File: src/rtl/eirq_pkg.sv
// Shared definitions for the external interrupt sensitivity controller.
// Assumes every line uses the same 2-bit sensitivity encoding.
package eirq_pkg;
    localparam int SENSE_W = 2;

    typedef enum logic [SENSE_W-1:0] {
        SENSE_FALL_LOW = 2'b00,   // falling edge plus low level
        SENSE_RISE     = 2'b01,   // rising edge only
        SENSE_FALL     = 2'b10,   // falling edge only
        SENSE_BOTH     = 2'b11    // rising and falling edges
    } sense_e;
endpackage

File: src/rtl/eirq_sync.sv
// Multi-stage synchroniser for a bus of asynchronous pins.
// Every stage resets to 1 (idle-high pins), so no edge appears at reset release.
// Assumes STAGES >= 2.
module eirq_sync #(
    parameter int WIDTH  = 4,
    parameter int STAGES = 2
) (
    input  logic             clk,
    input  logic             rst_n,
    input  logic [WIDTH-1:0] async_i,
    output logic [WIDTH-1:0] sync_o
);
    logic [WIDTH-1:0] stage_q [STAGES];

    for (genvar g = 0; g < STAGES; g++) begin : g_stage
        if (g == 0) begin : g_first
            // First stage samples the raw pins.
            always_ff @(posedge clk) begin
                if (!rst_n) stage_q[g] <= '1;
                else        stage_q[g] <= async_i;
            end
        end else begin : g_next
            // Later stages shift the sampled value along the chain.
            always_ff @(posedge clk) begin
                if (!rst_n) stage_q[g] <= '1;
                else        stage_q[g] <= stage_q[g-1];
            end
        end
    end

    assign sync_o = stage_q[STAGES-1];
endmodule

File: src/rtl/eirq_line.sv
// Edge and level detection for one interrupt line.
// Works on the synchronised pin. It holds a sticky edge-pending flag and adds
// a live low-level request in falling-plus-low mode.
// Assumes the previous-sample register resets to 1, the same as the synchroniser.
module eirq_line
    import eirq_pkg::*;
(
    input  logic               clk,
    input  logic               rst_n,
    input  logic               pin_s,     // synchronised pin
    input  logic [SENSE_W-1:0] mode_i,    // sensitivity field of this line
    input  logic               line_en,   // direction = input and option = on
    input  logic               cfg_chg,   // field rewritten to a new value
    input  logic               ack_hit,   // acknowledge addressed to this line
    output logic               req_o
);
    sense_e mode_e;
    logic   prev_q;
    logic   edge_pend;
    logic   rise, fall, hit, level_act;

    assign mode_e = sense_e'(mode_i);
    assign rise   = pin_s & ~prev_q;
    assign fall   = ~pin_s & prev_q;

    // Select which detected transitions count under the current mode.
    always_comb begin
        unique case (mode_e)
            SENSE_RISE:     hit = rise;
            SENSE_FALL:     hit = fall;
            SENSE_BOTH:     hit = rise | fall;
            default:        hit = fall;
        endcase
        hit = hit & line_en;
    end

    assign level_act = line_en && (mode_e == SENSE_FALL_LOW) && !pin_s;

    // Remember the last synchronised sample for edge detection.
    always_ff @(posedge clk) begin
        if (!rst_n) prev_q <= 1'b1;
        else        prev_q <= pin_s;
    end

    // Sticky edge flag: a reconfiguration or disable clears it first,
    // then a new edge sets it, then an acknowledge clears it.
    always_ff @(posedge clk) begin
        if (!rst_n)                   edge_pend <= 1'b0;
        else if (cfg_chg || !line_en) edge_pend <= 1'b0;
        else if (hit)                 edge_pend <= 1'b1;
        else if (ack_hit)             edge_pend <= 1'b0;
    end

    assign req_o = edge_pend | level_act;

    AST_DISABLED_IDLE: assert property (@(posedge clk) disable iff (!rst_n)
        !line_en |=> !edge_pend);
    AST_EDGE_HELD: assert property (@(posedge clk) disable iff (!rst_n)
        (edge_pend && !ack_hit && !cfg_chg && line_en) |=> edge_pend);
    AST_CFG_CLEAR: assert property (@(posedge clk) disable iff (!rst_n)
        cfg_chg |=> !edge_pend);
    AST_RISE_ONLY: assert property (@(posedge clk) disable iff (!rst_n)
        (mode_e == SENSE_RISE && !edge_pend && !$rose(pin_s)) |=> !edge_pend);
endmodule

File: src/rtl/eirq_arbiter.sv
// Fixed-priority selector: the lowest-numbered pending line wins.
// Purely combinational. Assumes ID_W can index every line.
module eirq_arbiter #(
    parameter int N    = 4,
    parameter int ID_W = 2
) (
    input  logic            clk,
    input  logic            rst_n,
    input  logic [N-1:0]    pend_i,
    output logic            req_o,
    output logic [ID_W-1:0] id_o
);
    // Scan from the lowest priority upwards so the lowest index is kept last.
    always_comb begin
        id_o = '0;
        for (int i = N - 1; i >= 0; i--) begin
            if (pend_i[i]) id_o = ID_W'(i);
        end
    end

    assign req_o = |pend_i;

    AST_PRIO_WIN: assert property (@(posedge clk) disable iff (!rst_n)
        req_o |-> (pend_i[id_o] && ((pend_i & ((N'(1) << id_o) - N'(1))) == '0)));
endmodule

File: src/rtl/eirq_ctrl.sv
// External interrupt sensitivity controller, top level.
// Holds the sensitivity byte, synchronises the pins, runs one detector per
// line and arbitrates the requests by fixed priority.
// Assumes NUM_LINES >= 2. An acknowledge retires the line shown on irq_id_o.
module eirq_ctrl
    import eirq_pkg::*;
#(
    parameter int NUM_LINES   = 4,
    parameter int SYNC_STAGES = 2,
    localparam int CFG_W      = SENSE_W * NUM_LINES,
    localparam int ID_W       = $clog2(NUM_LINES)
) (
    input  logic                 clk,
    input  logic                 rst_n,
    input  logic                 cfg_we_i,
    input  logic [CFG_W-1:0]     cfg_wdata_i,
    input  logic [NUM_LINES-1:0] pin_i,
    input  logic [NUM_LINES-1:0] pin_dir_i,
    input  logic [NUM_LINES-1:0] pin_opt_i,
    input  logic                 irq_ack_i,
    output logic                 irq_req_o,
    output logic [ID_W-1:0]      irq_id_o
);
    logic [CFG_W-1:0]     cfg_q;
    logic [NUM_LINES-1:0] pin_s;
    logic [NUM_LINES-1:0] line_req;

    // Sensitivity byte; resets to all lines in falling-plus-low mode.
    always_ff @(posedge clk) begin
        if (!rst_n)        cfg_q <= '0;
        else if (cfg_we_i) cfg_q <= cfg_wdata_i;
    end

    eirq_sync #(.WIDTH(NUM_LINES), .STAGES(SYNC_STAGES)) u_sync (
        .clk     (clk),
        .rst_n   (rst_n),
        .async_i (pin_i),
        .sync_o  (pin_s)
    );

    for (genvar i = 0; i < NUM_LINES; i++) begin : g_line
        logic chg, en, ack;
        assign chg = cfg_we_i &&
                     (cfg_wdata_i[SENSE_W*i +: SENSE_W] != cfg_q[SENSE_W*i +: SENSE_W]);
        assign en  = !pin_dir_i[i] && pin_opt_i[i];
        assign ack = irq_ack_i && irq_req_o && (irq_id_o == ID_W'(i));

        eirq_line u_line (
            .clk     (clk),
            .rst_n   (rst_n),
            .pin_s   (pin_s[i]),
            .mode_i  (cfg_q[SENSE_W*i +: SENSE_W]),
            .line_en (en),
            .cfg_chg (chg),
            .ack_hit (ack),
            .req_o   (line_req[i])
        );
    end

    eirq_arbiter #(.N(NUM_LINES), .ID_W(ID_W)) u_arb (
        .clk    (clk),
        .rst_n  (rst_n),
        .pend_i (line_req),
        .req_o  (irq_req_o),
        .id_o   (irq_id_o)
    );
endmodule

File: config.mk
export PLATFORM = sky130hd
export DESIGN_NAME = eirq_ctrl
export DESIGN_NICKNAME = d
export VERILOG_FILES = /design/src/rtl/eirq_pkg.sv /design/src/rtl/eirq_sync.sv /design/src/rtl/eirq_line.sv /design/src/rtl/eirq_arbiter.sv /design/src/rtl/eirq_ctrl.sv
export SDC_FILE = /design/constraint.sdc
export NUM_CORES = 1
export LEC_CHECK = 0
export ABC_AREA = 0
export BUFFER_PORTS_ARGS = -buffer_cell sky130_fd_sc_hd__buf_2
export CORE_AREA = 3 3 59 61
export CTS_BUF_LIST = sky130_fd_sc_hd__clkbuf_2
export DETAILED_ROUTE_END_ITERATION = 16
export DIE_AREA = 0 0 62 64
export GPL_TIMING_DRIVEN = 0
export SYNTH_ARGS = -nofsm -noshare
export SYNTH_HDL_FRONTEND = slang
export SYNTH_SLANG_ARGS = --single-unit
File: constraint.sdc
create_clock -name clk -period 2.9 [get_ports clk]
set_clock_uncertainty 0.05 [all_clocks]
set_input_delay 0.435 -clock clk [delete_from_list [all_inputs] [get_ports clk]]
set_output_delay 0.435 -clock clk [all_outputs]
set_load 0.01 [all_outputs]
# After elaboration in Yosys (flattened, before gate mapping)
# Memories as Yosys holds them, arrays and structs flattened.
# Cells that the tools add are included.
[op_classes]
eq_ne = 15
bitwise_logic = 31
mux = 20
reduce_logical = 51
[op_table]
columns = ["op", "count"]
rows = [
  ["$logic_and 1x1->1", 21],
  ["$and 1x1->1", 12],
  ["$eq 2x2->1 const B", 6],
  ["$logic_not 1->1", 12],
  ["$eq 2x1->1 const B", 5],
  ["$logic_not 2->1", 5],
  ["$mux 1", 10],
  ["$or 1x1->1", 10],
  ["$not 1->1", 9],
  ["$mux 2", 4],
  ["$mux 4", 2],
  ["$ne 2x2->1", 4],
  ["$pmux 1 s2", 4],
  ["$reduce_bool 2->1", 4],
  ["$reduce_or 2->1", 4],
  ["$logic_or 1x1->1", 4],
  ["$reduce_or 4->1", 1],
]
[totals]
register_bits = 16
ram_bits = 8
n_memories = 1
in_bits = 24
elab_cells = 127
output_inout_bits = 3
[memory_table]
columns = ["name", "depth", "word_bits", "read_ports", "rd_ports_with_merged_regs", "wr", "line_no", "text"]
rows = [
  ["u_sync.stage_q", 2, 4, 2, 0, 2, "eirq_sync.sv:13", "logic [WIDTH-1:0] stage_q [STAGES];"],
]

# Logic depth before layout (Yosys ltp)
[depth]
word_depth = 13
mapped_depth = 6
depth_no_buf = 6

# Cells and area by module
# Synthesis repeated with hierarchy kept, for this count alone.
[unflattened]
hier_cells = 135
hier_area_um2 = 1255.0
[modules_own_cells]
columns = ["mod", "n_inst", "seq_area_each_um2", "cells_per_inst", "area_each_um2"]
rows = [
  ["eirq_ctrl", 1, 160.2, 48, 471.7],
  ["eirq_line (g_line[0].u_line ...)", 3, 40.0, 16, 133.9],
  ["eirq_sync", 1, 160.2, 16, 210.2],
  ["eirq_line (g_line[3].u_line)", 1, 40.0, 16, 136.4],
  ["eirq_arbiter", 1, 0.0, 7, 35.0],
]

# Least setup slack after synthesis
# OpenSTA, ideal clock, no wires.
[synth_timing]
kind = "input -> output"
from = "input port pin_dir_i[2]"
to = "output port irq_req_o"
t_required_ps = 2415
path_buffers = 0
slack_ps = 1297
stages = 4
t_arrival_ps = 1118
cell_sequence = "and2b_2 > a21oi_1 > nor2b_1 > nand3_1"
[synth_between]
elab_chain_len = 6
[synth_rtl]
columns = ["item", "line_no", "text"]
rows = [
  ["start, declared", "eirq_ctrl.sv:18", "input logic [NUM_LINES-1:0] pin_dir_i,"],
  ["$logic_not 1->1", "eirq_ctrl.sv:45", "assign en = !pin_dir_i[i] && pin_opt_i[i];"],
  ["$logic_and 1x1->1", "eirq_ctrl.sv:45", ""],
  ["$logic_and 1x1->1 (2 in series)", "eirq_line.sv:37", "assign level_act = line_en && (mode_e == SENSE_FALL_LOW) && !pin_s;"],
  ["$or 1x1->1", "eirq_line.sv:54", "assign req_o = edge_pend | level_act;"],
  ["$reduce_or 4->1", "eirq_arbiter.sv:21", "assign req_o = |pend_i;"],
  ["end, declared", "eirq_ctrl.sv:21", "output logic irq_req_o,"],
]
# Every way passes these cells.

# Worst setup path in the final report
[layout_timing]
from = "register cfg_q[4]"
to = "output port irq_req_o"
[layout_between]
elab_chain_len = 5
[layout_rtl]
columns = ["item", "line_no", "text"]
rows = [
  ["start, declared", "eirq_ctrl.sv:24", "logic [CFG_W-1:0] cfg_q;"],
  ["start signal, assigned", "eirq_ctrl.sv:31", "else if (cfg_we_i) cfg_q <= cfg_wdata_i;"],
  ["$logic_not 2->1", "eirq_line.sv:37", ""],
  ["$logic_and 1x1->1 (2 in series)", "eirq_line.sv:37", ""],
  ["$or 1x1->1", "eirq_line.sv:54", ""],
  ["$reduce_or 4->1", "eirq_arbiter.sv:21", ""],
]
# Every way passes these cells.

==> run summary <==
The share of post-route cells with drive strength above 1 is 0.252. The number of I/O port buffers came out at 26. The number of fill cells is 315. The residual DRC count is 0. The number of different library cells used by synthesis comes to 26. In the post-synthesis netlist, the biggest area contributors are dfxtp_1, ha_1, mux2i_1, xor2_1, nor2b_1. The die area is roughly 0.0040 mm2. The number of antenna diodes in the final layout is 0. Among cell families on the critical path, the largest total delay comes from flip-flops.

The path class of the tightest hold or removal check is primary input to flip-flop. The clock period minus worst slack is between 1.5 and 2 ns. The number of failing setup endpoints in the final timing report is 0. In this design, the stage delay of the slowest critical-path cell is 0.45 ns.

The first global-routing pass estimated between 3000 and 4000 um of wire. The routed layout has a little over 900 vias. The net count reported at finish is a little under 200. The mapped netlist covers roughly 0.0012 mm2. Buffers inserted during clock tree synthesis total 3. Setup repair after global routing left no endpoint under its margin. The final design utilization came out at 0.465. The top flip-flop cell by instance count after synthesis is dfxtp_1. STA classifies the critical path startpoint as a flip-flop.

The clock slew at the register clock pins of the worst setup and hold paths came out at around 0.2 ns. The die extent in x is about 62 um. In the final routed layout, each cell accounts on average for 10.2 um.

The core region is just over 0.003 mm2. The number of violations reported at the end of detailed-routing iteration 0 is 26. The I/O pin count is 27. The weighted congestion at the end of routability-driven global placement came out at about 0.8.

The maximum count of clock buffers along a single path came out at 2. The number of flops mapped to enable cells by yosys came out at 0. The final hold violation count is 0. For this run, the top clock speed supported by timing is roughly 500 MHz. The die span in y is 64 um. Synthesis inferred 24 register bits. The run finished with clean final reports. On the critical path, the stage with the largest delay is an instance of dfxtp_1. After detailed routing, the total wire length is about 2100 um.

In this run the number of H-tree levels came out at 1. TritonCTS built the clock tree. The footprint of the flip-flops and latches came out at roughly 480 um2. STA classifies the critical path endpoint as an output pin. The area of combinational cells with multiple inputs came out at ~670 um2. The largest net degree at the start of global routing came out at 13. Once detailed placement completed, the half-perimeter wirelength came to 1680 um. The fraction of synthesized cell area taken by the top area cell type is 0.398. The max-slew violation count is 0. The final setup TNS came out at 0 ns.

The number of nets in the synthesized netlist is 162. The proportion of synthesized chip area in sequential cells is 0.398. The number of rows in the core area came out at 20. The post-cts hold buffer count is 0. Clock tree synthesis found a total of 24 sinks. The worst-margin pin slew came out at between 0.3 and 0.4 ns. The layer carrying the most global-route usage is met2. Counting both buffers and inverters, the worst setup path holds a total of 1. The total of warnings raised by yosys is 0. The required time of the critical path came out at 2.41 ns. The post-cts repair resize count came out at 0. The number of global-route vias before repair is 891. The combined global-route utilization of all metal layers came out at 0.118. The post-route fraction of the period consumed by the critical path came out at 0.684. The setup path with the least slack is of type flip-flop to output pin. The count of max-cap constraint violations is 0.

The mean cell area of the mapped netlist is between 9 and 10 um2. In this run the clock root is driven by a clkbuf_2. The post-CTS setup buffer count came out at 0. The power density relative to cell area is around 400 mW/mm2. The arrival time reported for the critical path endpoint came out at about 1.5 ns. The number of instances in the synthesized netlist is 130. The count of antenna-violating nets left after detailed routing is 0. The worst ir drop on vdd is approximately 0.25 mV. In the routed layout, each cell is associated on average with a via count of 4.52. Of all cell types, the one taking the most synthesized area is dfxtp_1. The worst-case hold slack came out at between 0.2 and 0.25 ns. The area added between synthesis and finish came out at 16.6%.

The number of antenna violations at the first check in global routing came to 0. The normalized max-slew margin is 0.745. The first-pass iteration count of the detailed router is 4. The static leakage power is between 0.7 and 0.8 nW. For this run, global-route usage on met1 was measured as 0.144. The total global routing overflow came out at 0. The routing usage on met2 is 0.194.

The global routing met3 resource utilization is 0.0303. The register-to-register setup slack is roughly 1.6 ns. Walking the worst path, the cells encountered are nor3_1 -> a21oi_1 -> nor2b_1 -> nand3_1 -> buf_2. The insertion delay of the later-clocked pin in the worst-skew pair is 0.32 ns.

Of all flip-flops after synthesis, the portion carrying an async set or reset was 0. The maximum net fanout on the critical path came out at 4. The effective utilization at floorplan is 0.399.
[state kept, by name, summed over array words and instances (netlist names)]
register,flops
cfg_q,8
u_sync.stage_q,8
g_line.u_line.edge_pend,4
g_line.u_line.prev_q,4
[report_power, final]
part           total, mW  internal [mW]  switching (mW)
combinational     0.0832         0.0446          0.0386
sequential         0.357          0.344          0.0127
clock              0.119         0.0282          0.0908
[stage by stage]
step / cells / worst slack [ns] / power (mW) / cell area [um2]
after floorplan: 130 / 1.30 / 0.415 / 1210
after global placement: 200 / 1.08 / 0.444 / 1390
after detailed placement: 200 / 1.07 / 0.449 / 1390
after CTS: 203 / 0.890 / 0.567 / 1410
after global routing: 203 / 0.762 / 0.598 / 1410
final: 203 / 0.915 / 0.559 / 1410
[Yosys cell counts (all sizes together), types with 4 or more instances]
master / n
nor2: 4
o21ai: 6
ha: 8
nand3: 5
nor2b: 11
inv: 11
mux2i: 10
dfxtp: 24
xor2: 8
nand2b: 10
nor3: 4
nand2: 7
a21oi: 10
[placed cells by master (no fill, tap or decap), drive strengths merged]
master / Yosys / final
nand2: 7 / 7
and3: 1 / 1
clkbuf: 1 / 4
inv: 11 / 11
a31o: 1 / 1
and2b: 2 / 2
a21o: 2 / 2
dfxtp: 24 / 24
buf: 2 / 28
nand3: 5 / 5
ha: 8 / 8
nor3: 4 / 4
mux2: 1 / 1
nor2: 4 / 4
mux2i: 10 / 10
xor2: 8 / 8
a41oi: 1 / 1
a21oi: 10 / 10
nand2b: 10 / 10
nor2b: 11 / 11
o21a: 1 / 1
o21ai: 6 / 6
[routing by layer]
metal / up-vias / share of wire
li1: 485 / -
met1: 410 / 0.47
met2: 19 / 0.46
met3: 4 / 0.052
met4: 0 / 0.014
met5: - / 0
[cells by family after synthesis]
family	count (synthesis)	synth area share
mux	11	0.0922
fa+ha+maj	8	0.0829
compound gates	21	0.110
simple gates	44	0.208
xor+xnor	8	0.0580
flops	24	0.398
buf+inv	14	0.0508
[cell type report]
type	instances	share of cell area
Timing Repair Buffer	26	0.0924
Clock buffer	3	0.0107
Tap cell	44	0.0391
Multi-Input combinational cell	92	0.473
Buffer	3	0.0142
Sequential cell	24	0.341
Inverter	11	0.0293
[path summary, 6_finish.rpt]
| path | startpoint | to | cells past startpoint |
|---|---|---|---|
| setup / recovery | cfg_q[4] | irq_req_o | 5 |
| hold / removal | pin_i[0] | u_sync.stage_q[0][0] | 2 |
| setup reg to reg | g_line[3].u_line.prev_q | g_line[3].u_line.edge_pend | 5 |
| hold reg to reg | u_sync.stage_q[0][1] | u_sync.stage_q[1][1] | 1 |
Power figures use the tool's default switching activity.
